`src/rtl/can_irq_pkg.sv`:
```
package can_irq_pkg;

  // Status register layout, MSB first: bit 6 down to bit 0
  typedef struct packed {
    logic       boff;
    logic       ewarn;
    logic [2:0] lec;
    logic       txok;
    logic       rxok;
  } sts_fields_t;

  localparam int STS_W = $bits(sts_fields_t);

  // Index of the lowest set bit, -1 when the vector is empty
  function automatic int lowest_set(input logic [63:0] v);
    int idx;
    idx = -1;
    for (int i = 63; i >= 0; i--) begin
      if (v[i]) idx = i;
    end
    return idx;
  endfunction

endpackage

```
`src/rtl/msg_pend_bank.sv`:
```
module msg_pend_bank #(
  parameter int NUM_MSG = 32,
  parameter int NUM_W   = 6
) (
  input  logic               clk,
  input  logic               rst_n,
  input  logic [NUM_MSG-1:0] msg_set,
  input  logic               mctl_clr,
  input  logic [NUM_W-1:0]   mctl_num,
  input  logic               rdclr,
  input  logic [NUM_W-1:0]   rdclr_num,
  output logic [NUM_MSG-1:0] pend
);

  logic [NUM_MSG-1:0] clr_hit;

  for (genvar i = 0; i < NUM_MSG; i++) begin : g_obj
    localparam logic [NUM_W-1:0] OBJ_NUM = NUM_W'(i + 1);

    assign clr_hit[i] = (mctl_clr && (mctl_num == OBJ_NUM)) ||
                        (rdclr    && (rdclr_num == OBJ_NUM));

    always_ff @(posedge clk) begin
      if (!rst_n)          pend[i] <= 1'b0;
      else if (msg_set[i]) pend[i] <= 1'b1;
      else if (clr_hit[i]) pend[i] <= 1'b0;
    end

    // a set pulse is seen in the next cycle
    a_r2_set_lands: assert property (@(posedge clk) disable iff (!rst_n)
      msg_set[i] |=> pend[i]);

    // a clear addressed to this object retires it unless set collides
    a_r8_clear_retires: assert property (@(posedge clk) disable iff (!rst_n)
      (((mctl_clr && mctl_num == OBJ_NUM) || (rdclr && rdclr_num == OBJ_NUM))
        && !msg_set[i]) |=> !pend[i]);

    // without set or clear the flag holds
    a_r8_hold: assert property (@(posedge clk) disable iff (!rst_n)
      (!msg_set[i] && !clr_hit[i]) |=> $stable(pend[i]));
  end

endmodule

```
`src/rtl/stat_src.sv`:
```
module stat_src
  import can_irq_pkg::*;
(
  input  logic             clk,
  input  logic             rst_n,
  input  logic             stat_ie,
  input  logic             err_ie,
  input  logic             ev_rxok,
  input  logic             ev_txok,
  input  logic             ev_lec,
  input  logic [2:0]       lec_code,
  input  logic             ev_err,
  input  logic             boff_in,
  input  logic             ewarn_in,
  input  logic             sts_wr,
  input  logic [4:0]       sts_wdata,
  input  logic             sts_rd,
  output logic [STS_W-1:0] sts_q,
  output logic             stat_pend
);

  sts_fields_t sts_r, sts_nx;
  logic        grp_stat_evt, grp_err_evt, stat_evt;

  assign grp_stat_evt = stat_ie && (ev_rxok || ev_txok || ev_lec);
  assign grp_err_evt  = err_ie && ev_err;
  assign stat_evt     = grp_stat_evt || grp_err_evt;

  always_comb begin
    sts_nx = sts_r;
    if (sts_wr) begin
      sts_nx.rxok = sts_wdata[0];
      sts_nx.txok = sts_wdata[1];
      sts_nx.lec  = sts_wdata[4:2];
    end
    if (ev_rxok) sts_nx.rxok = 1'b1;
    if (ev_txok) sts_nx.txok = 1'b1;
    if (ev_lec)  sts_nx.lec  = lec_code;
    if (ev_err) begin
      sts_nx.boff  = boff_in;
      sts_nx.ewarn = ewarn_in;
    end
  end

  always_ff @(posedge clk) begin
    if (!rst_n) begin
      sts_r     <= '0;
      stat_pend <= 1'b0;
    end else begin
      sts_r <= sts_nx;
      if (stat_evt)    stat_pend <= 1'b1;
      else if (sts_rd) stat_pend <= 1'b0;
    end
  end

  assign sts_q = sts_r;

  // only a read takes the status source away
  a_r7_hold_without_read: assert property (@(posedge clk) disable iff (!rst_n)
    (stat_pend && !sts_rd) |=> stat_pend);

  // a read without a competing event clears it
  a_r7_read_clears: assert property (@(posedge clk) disable iff (!rst_n)
    (sts_rd && !stat_ie && !err_ie) |=> !stat_pend);

  // enabled status-group update raises the source
  a_r6_stat_group: assert property (@(posedge clk) disable iff (!rst_n)
    (stat_ie && (ev_rxok || ev_txok || ev_lec)) |=> stat_pend);

  // disabled groups raise nothing
  a_r6_masked: assert property (@(posedge clk) disable iff (!rst_n)
    (!stat_ie && !err_ie && !stat_pend) |=> !stat_pend);

endmodule

```
`src/rtl/id_select.sv`:
```
module id_select
  import can_irq_pkg::*;
#(
  parameter int                NUM_MSG   = 32,
  parameter int                ID_W      = 16,
  parameter logic [ID_W-1:0]   STATUS_ID = 16'h8000
) (
  input  logic               stat_pend,
  input  logic [NUM_MSG-1:0] pend,
  output logic [ID_W-1:0]    int_id
);

  int   win_idx;
  logic any_msg;

  always_comb begin
    win_idx = lowest_set(64'(pend));
    any_msg = |pend;
    if (stat_pend)    int_id = STATUS_ID;
    else if (any_msg) int_id = ID_W'(win_idx + 1);
    else              int_id = '0;
  end

endmodule

```
`src/rtl/can_irq_arbiter.sv`:
```
module can_irq_arbiter
  import can_irq_pkg::*;
#(
  parameter int              NUM_MSG   = 32,
  parameter int              ID_W      = 16,
  parameter logic [ID_W-1:0] STATUS_ID = 16'h8000,
  localparam int             NUM_W     = $clog2(NUM_MSG + 1)
) (
  input  logic               clk,
  input  logic               rst_n,
  input  logic               ctl_wr,
  input  logic [2:0]         ctl_wdata,
  input  logic               ev_rxok,
  input  logic               ev_txok,
  input  logic               ev_lec,
  input  logic [2:0]         lec_code,
  input  logic               ev_err,
  input  logic               boff_in,
  input  logic               ewarn_in,
  input  logic               sts_wr,
  input  logic [4:0]         sts_wdata,
  input  logic               sts_rd,
  input  logic [NUM_MSG-1:0] msg_set,
  input  logic               mctl_clr,
  input  logic [NUM_W-1:0]   mctl_num,
  input  logic               rdclr,
  input  logic [NUM_W-1:0]   rdclr_num,
  output logic [ID_W-1:0]    int_id,
  output logic [NUM_MSG-1:0] pend_map,
  output logic [STS_W-1:0]   sts_q,
  output logic               irq
);

  logic glb_ie_q, stat_ie_q, err_ie_q;
  logic stat_pend;
  logic [NUM_MSG-1:0] pend;

  always_ff @(posedge clk) begin
    if (!rst_n) begin
      glb_ie_q  <= 1'b0;
      stat_ie_q <= 1'b0;
      err_ie_q  <= 1'b0;
    end else if (ctl_wr) begin
      glb_ie_q  <= ctl_wdata[0];
      stat_ie_q <= ctl_wdata[1];
      err_ie_q  <= ctl_wdata[2];
    end
  end

  msg_pend_bank #(.NUM_MSG(NUM_MSG), .NUM_W(NUM_W)) u_bank (
    .clk(clk), .rst_n(rst_n), .msg_set(msg_set),
    .mctl_clr(mctl_clr), .mctl_num(mctl_num),
    .rdclr(rdclr), .rdclr_num(rdclr_num), .pend(pend)
  );

  stat_src u_stat (
    .clk(clk), .rst_n(rst_n), .stat_ie(stat_ie_q), .err_ie(err_ie_q),
    .ev_rxok(ev_rxok), .ev_txok(ev_txok), .ev_lec(ev_lec), .lec_code(lec_code),
    .ev_err(ev_err), .boff_in(boff_in), .ewarn_in(ewarn_in),
    .sts_wr(sts_wr), .sts_wdata(sts_wdata), .sts_rd(sts_rd),
    .sts_q(sts_q), .stat_pend(stat_pend)
  );

  id_select #(.NUM_MSG(NUM_MSG), .ID_W(ID_W), .STATUS_ID(STATUS_ID)) u_sel (
    .stat_pend(stat_pend), .pend(pend), .int_id(int_id)
  );

  assign pend_map = pend;
  assign irq      = glb_ie_q && (int_id != '0);

  // Checker view: does int_id name a set bit with nothing set below it
  logic id_bit_set, id_below_clear;
  always_comb begin
    id_bit_set     = 1'b0;
    id_below_clear = 1'b1;
    for (int i = 0; i < NUM_MSG; i++) begin
      if (ID_W'(i + 1) == int_id && pend[i]) id_bit_set = 1'b1;
      if (ID_W'(i + 1) <  int_id && pend[i]) id_below_clear = 1'b0;
    end
  end

  a_r1_lowest_wins: assert property (@(posedge clk) disable iff (!rst_n)
    (!stat_pend && (pend != '0)) |-> (id_bit_set && id_below_clear));

  a_r3_status_first: assert property (@(posedge clk) disable iff (!rst_n)
    stat_pend |-> (int_id == STATUS_ID));

  a_r4_idle_zero: assert property (@(posedge clk) disable iff (!rst_n)
    (!stat_pend && (pend == '0)) |-> (int_id == '0));

  a_r5_masked_line: assert property (@(posedge clk) disable iff (!rst_n)
    !glb_ie_q |-> !irq);

endmodule

```
`config.mk`:
```
export PLATFORM = sky130hd
export DESIGN_NAME = can_irq_arbiter
export DESIGN_NICKNAME = d
export VERILOG_FILES = /design/src/rtl/can_irq_pkg.sv /design/src/rtl/msg_pend_bank.sv /design/src/rtl/stat_src.sv /design/src/rtl/id_select.sv /design/src/rtl/can_irq_arbiter.sv
export SDC_FILE = /design/constraint.sdc
export NUM_CORES = 1
export LEC_CHECK = 0
export ABC_AREA = 1
export BUFFER_PORTS_ARGS = -buffer_cell sky130_fd_sc_hd__buf_2
export CAP_MARGIN = 20
export CORE_UTILIZATION = 40
export DETAILED_ROUTE_END_ITERATION = 10
export GPL_ROUTABILITY_DRIVEN = 0
export PLACE_DENSITY = 0.72
export SYNTH_ARGS = -nofsm -noshare
export SYNTH_HDL_FRONTEND = slang
export SYNTH_SLANG_ARGS = --single-unit
```
`constraint.sdc`:
```
create_clock -name clk -period 9.1 [get_ports clk]
set_input_delay 2.73 -clock clk [delete_from_list [all_inputs] [get_ports clk]]
set_output_delay 2.73 -clock clk [all_outputs]
set_load 0.03 [all_outputs]
```
==> metrics.md <==
| Metric | Value |
|---|---|
| Register area share after synthesis | `32.7%` |
| Crit path max fanout | `3` |
| Crit. End Element | `primary output` |
| TritonCTS buffer count | `5` |
| Top cells by area, synth | `dfxtp_1 (33%), nand2_1 (11%), nor2_1 (10%), a221oi_1 (10%), o21a_1 (8.3%)` |
| Number of stages on the worst hold path | `2` |
| Cts hold-fix bufs | `0` |
| Yosys cell types | `36` |
| Design area | `0.00338 sq mm` |
| Root Driver | `clkbuf_8` |
| End of the critical path | `irq` |
| Synthesized cell area | `0.00263 sq mm` |
| First-pass GRT wire length | `12.8 mm` |
| CTS tree | `built` |
| R2R Path Start | `u_bank.pend[0]` |
| Mapped Cells | `388` |
| CP startpoint | `u_bank.pend[29]` |
| Setup CP Type | `reg -> out` |
| # Post-CTS Setup Buffers | `0` |
| Via density | `5.24` |
| Post-route clock period utilization | `74.2%` |
| Synth area leader | `dfxtp_1` |
| Top_reg_cell synth | `dfxtp_1` |
| Clk_skew | `0.335 ps` |
| Worst setup SP type | `flop` |
| Final Critical Period | `6760 ps` |
| Final setup vio count | `0` |
| Fmax | `148 MHz` |
| Reg2reg end | `u_bank.pend[0]` |
| Slew @ Worst Pin | `1050 ps` |
| Diodes inserted | `0` |
| Clock buffer depth | `2` |
| Clock Sink Count | `43` |
| Status | `complete, no violations` |
| CTS resizes | `0` |
| Reg clk slew, reported paths | `80 ps` |
| Worst R2R Setup Slack | `8060 ps` |
| Drt pass-1 iters | `6` |
| Crit path arrival time | `4030 ps` |
| Worst hold start | `u_stat.sts_q[0]` |
| Share of cells above drive strength 1 | `29.4%` |
| Fin cells | `584` |
| Post-DP Area | `0.00328 sq mm` |
| Final Max Slew Viols | `0` |
| Core Region | `0.00635 sq mm` |
| Htree depth | `2` |
| Max incr delay on CP | `360 ps` |
| Peak VDD IR | `0.0729 mV` |
| Initial antenna violation count | `0` |
| Post-detailed-route wirelength per cell | `13.5 microns` |
| DP Worst Slack | `2700 ps` |
| Site Rows | `29` |
| Nets | `578` |
| Hold Vio Cnt, Final | `0` |
| Syn-to-layout area delta | `28.5%` |
| Die area | `0.00691 sq mm` |
| 1st-iter DRT viols | `324` |
| Fillcell total | `650` |
| Remaining global-route overflow | `0` |
| Horiz. Die Dim | `83.1 microns` |
| Detail Placement HPWL | `6.49 mm` |
| Ports | `124` |
| Area of the multi-input gates | `0.00147 sq mm` |
| Tot GR Track Use | `22.6%` |
| Ys Warns | `0` |
| Leak pwr | `1.83 nW` |
| Syn avg cell area | `6.79 sq um` |
| Post-Route WL | `7.89 mm` |
| Worst EP required | `6370 ps` |
| RSZ-0062 raised after global routing | `no` |
| Vias in the first global route | `2,758` |
| Setup_tns | `0 ps` |
| Reg area | `861 sq um` |
| Final hold slack | `471 ps` |
| Vias | `3,059` |
| DIE HEIGHT | `83.1 microns` |
| ANT nets after route | `0` |
| Placed insts | `576` |
| CP max stage cell | `or3b_1` |
| Reg2reg path depth | `3` |
| Final setup margin | `2340 ps` |
| PortBufs | `119` |
| Tightest Hold Check Type | `reg -> reg` |
| Power Density | `144 mW/mm^2` |
| Commonest cells post-synth | `nand2_1 (76), nor2_1 (71), inv_1 (55), dfxtp_1 (43), a221oi_1 (30)` |
| Slew margin rel. | `29.7%` |
| CP most frequent cell | `nand2_1` |
| Top cell type's share of synthesized area | `32.7%` |
| Asr flop ratio synth | `0%` |
| Clk Latency, worst-skew pair | `290 ps` |
| Initial Util | `41.5%` |
| Number of synthesized flops with an enable pin | `0` |
| Largest net degree at the start of global routing | `39` |
| Top-count cell post-synth | `nand2_1` |
| Yosys reg bits | `43` |
| Number of max-cap violations | `0` |
| Drc violations | `0` |
per-stage QoR:
step           power [mW]  utilization [%]
6_report            0.489             53.3
3_3_place_gp        0.359             51.7
2_1_floorplan       0.312                -
5_1_grt             0.515             53.3
4_1_cts             0.493             53.3
3_5_place_dp        0.361             51.7
worst min path at each step:
stage                            endpoint  slack, ps
after floorplan                  glb_ie_q        430
after global placement    u_stat.sts_q[1]        460
after detailed placement  u_stat.sts_q[0]        460
after CTS                 u_stat.sts_q[0]        470
after global routing      u_stat.sts_q[0]        490
final                     u_stat.sts_q[0]        470
state kept, by name, indices dropped and copies added, names as in the netlist:
signal,cells
err_ie_q,1
glb_ie_q,1
stat_ie_q,1
u_bank.pend,32
u_stat.stat_pend,1
u_stat.sts_q,7
where the power goes:
part / internal (mW) / switching [mW]
Combinational: 0.0491 / 0.0960
Clock: 0.0693 / 0.0620
Sequential: 0.202 / 0.0104
Total: 0.320 / 0.168
cell type report:
class | instances | area share (%)
repair buffers | 121 | 18.0
clock buffers | 8 | 2.96
well taps | 77 | 2.85
inverters | 65 | 7.39
multi-input cells | 270 | 43.3
flip-flops and latches | 43 | 25.4
logic make-up after synthesis:
group | synth area share, %
AOI/OAI and AO/OA | 24.1
adders and majority gates | 1.90
buffers and inverters | 12.1
DFF | 32.7
other | 0.142
and+or+nand+nor | 29.1
layer usage:
| metal | routed length (microns) | global-route usage, % |
|---|---|---|
| met4 | 160 | 6.27 |
| met3 | 644 | 4.08 |
| met1 | 3310 | 28.9 |
| met5 | 0 | 0 |
| met2 | 3780 | 39.1 |
placed cells by master, fill, tap and decap left out, types with 2 or more instances in the layout:
| cell type | n |
|---|---|
| buf_2 | 119 |
| nand2_1 | 76 |
| nor2_1 | 71 |
| inv_1 | 55 |
| dfxtp_1 | 43 |
| a221oi_1 | 30 |
| o21a_1 | 29 |
| nand3_1 | 11 |
| a21oi_1 | 11 |
| inv_2 | 7 |
| clkbuf_8 | 7 |
| o21ai_0 | 6 |
| ha_1 | 4 |
| conb_1 | 4 |
| a31oi_1 | 3 |
| nand2_2 | 2 |
| o21ai_1 | 2 |
| nor2_2 | 2 |
| nor3_1 | 2 |
| or2_2 | 2 |
| nand4_1 | 2 |
| a22oi_1 | 2 |
| buf_4 | 2 |
worst max-delay path, delay by kind of cell, from the launching register on:
family                   cells  cell delay [ps]
AND/OR/NAND/NOR             34             2200
adder cells (fa/ha/maj)      2              470
buffers and inverters        4              410
flip-flops                   1              340
AO/OA/AOI/OAI                3              310
No activity file was read; power rests on OpenSTA's default activity.
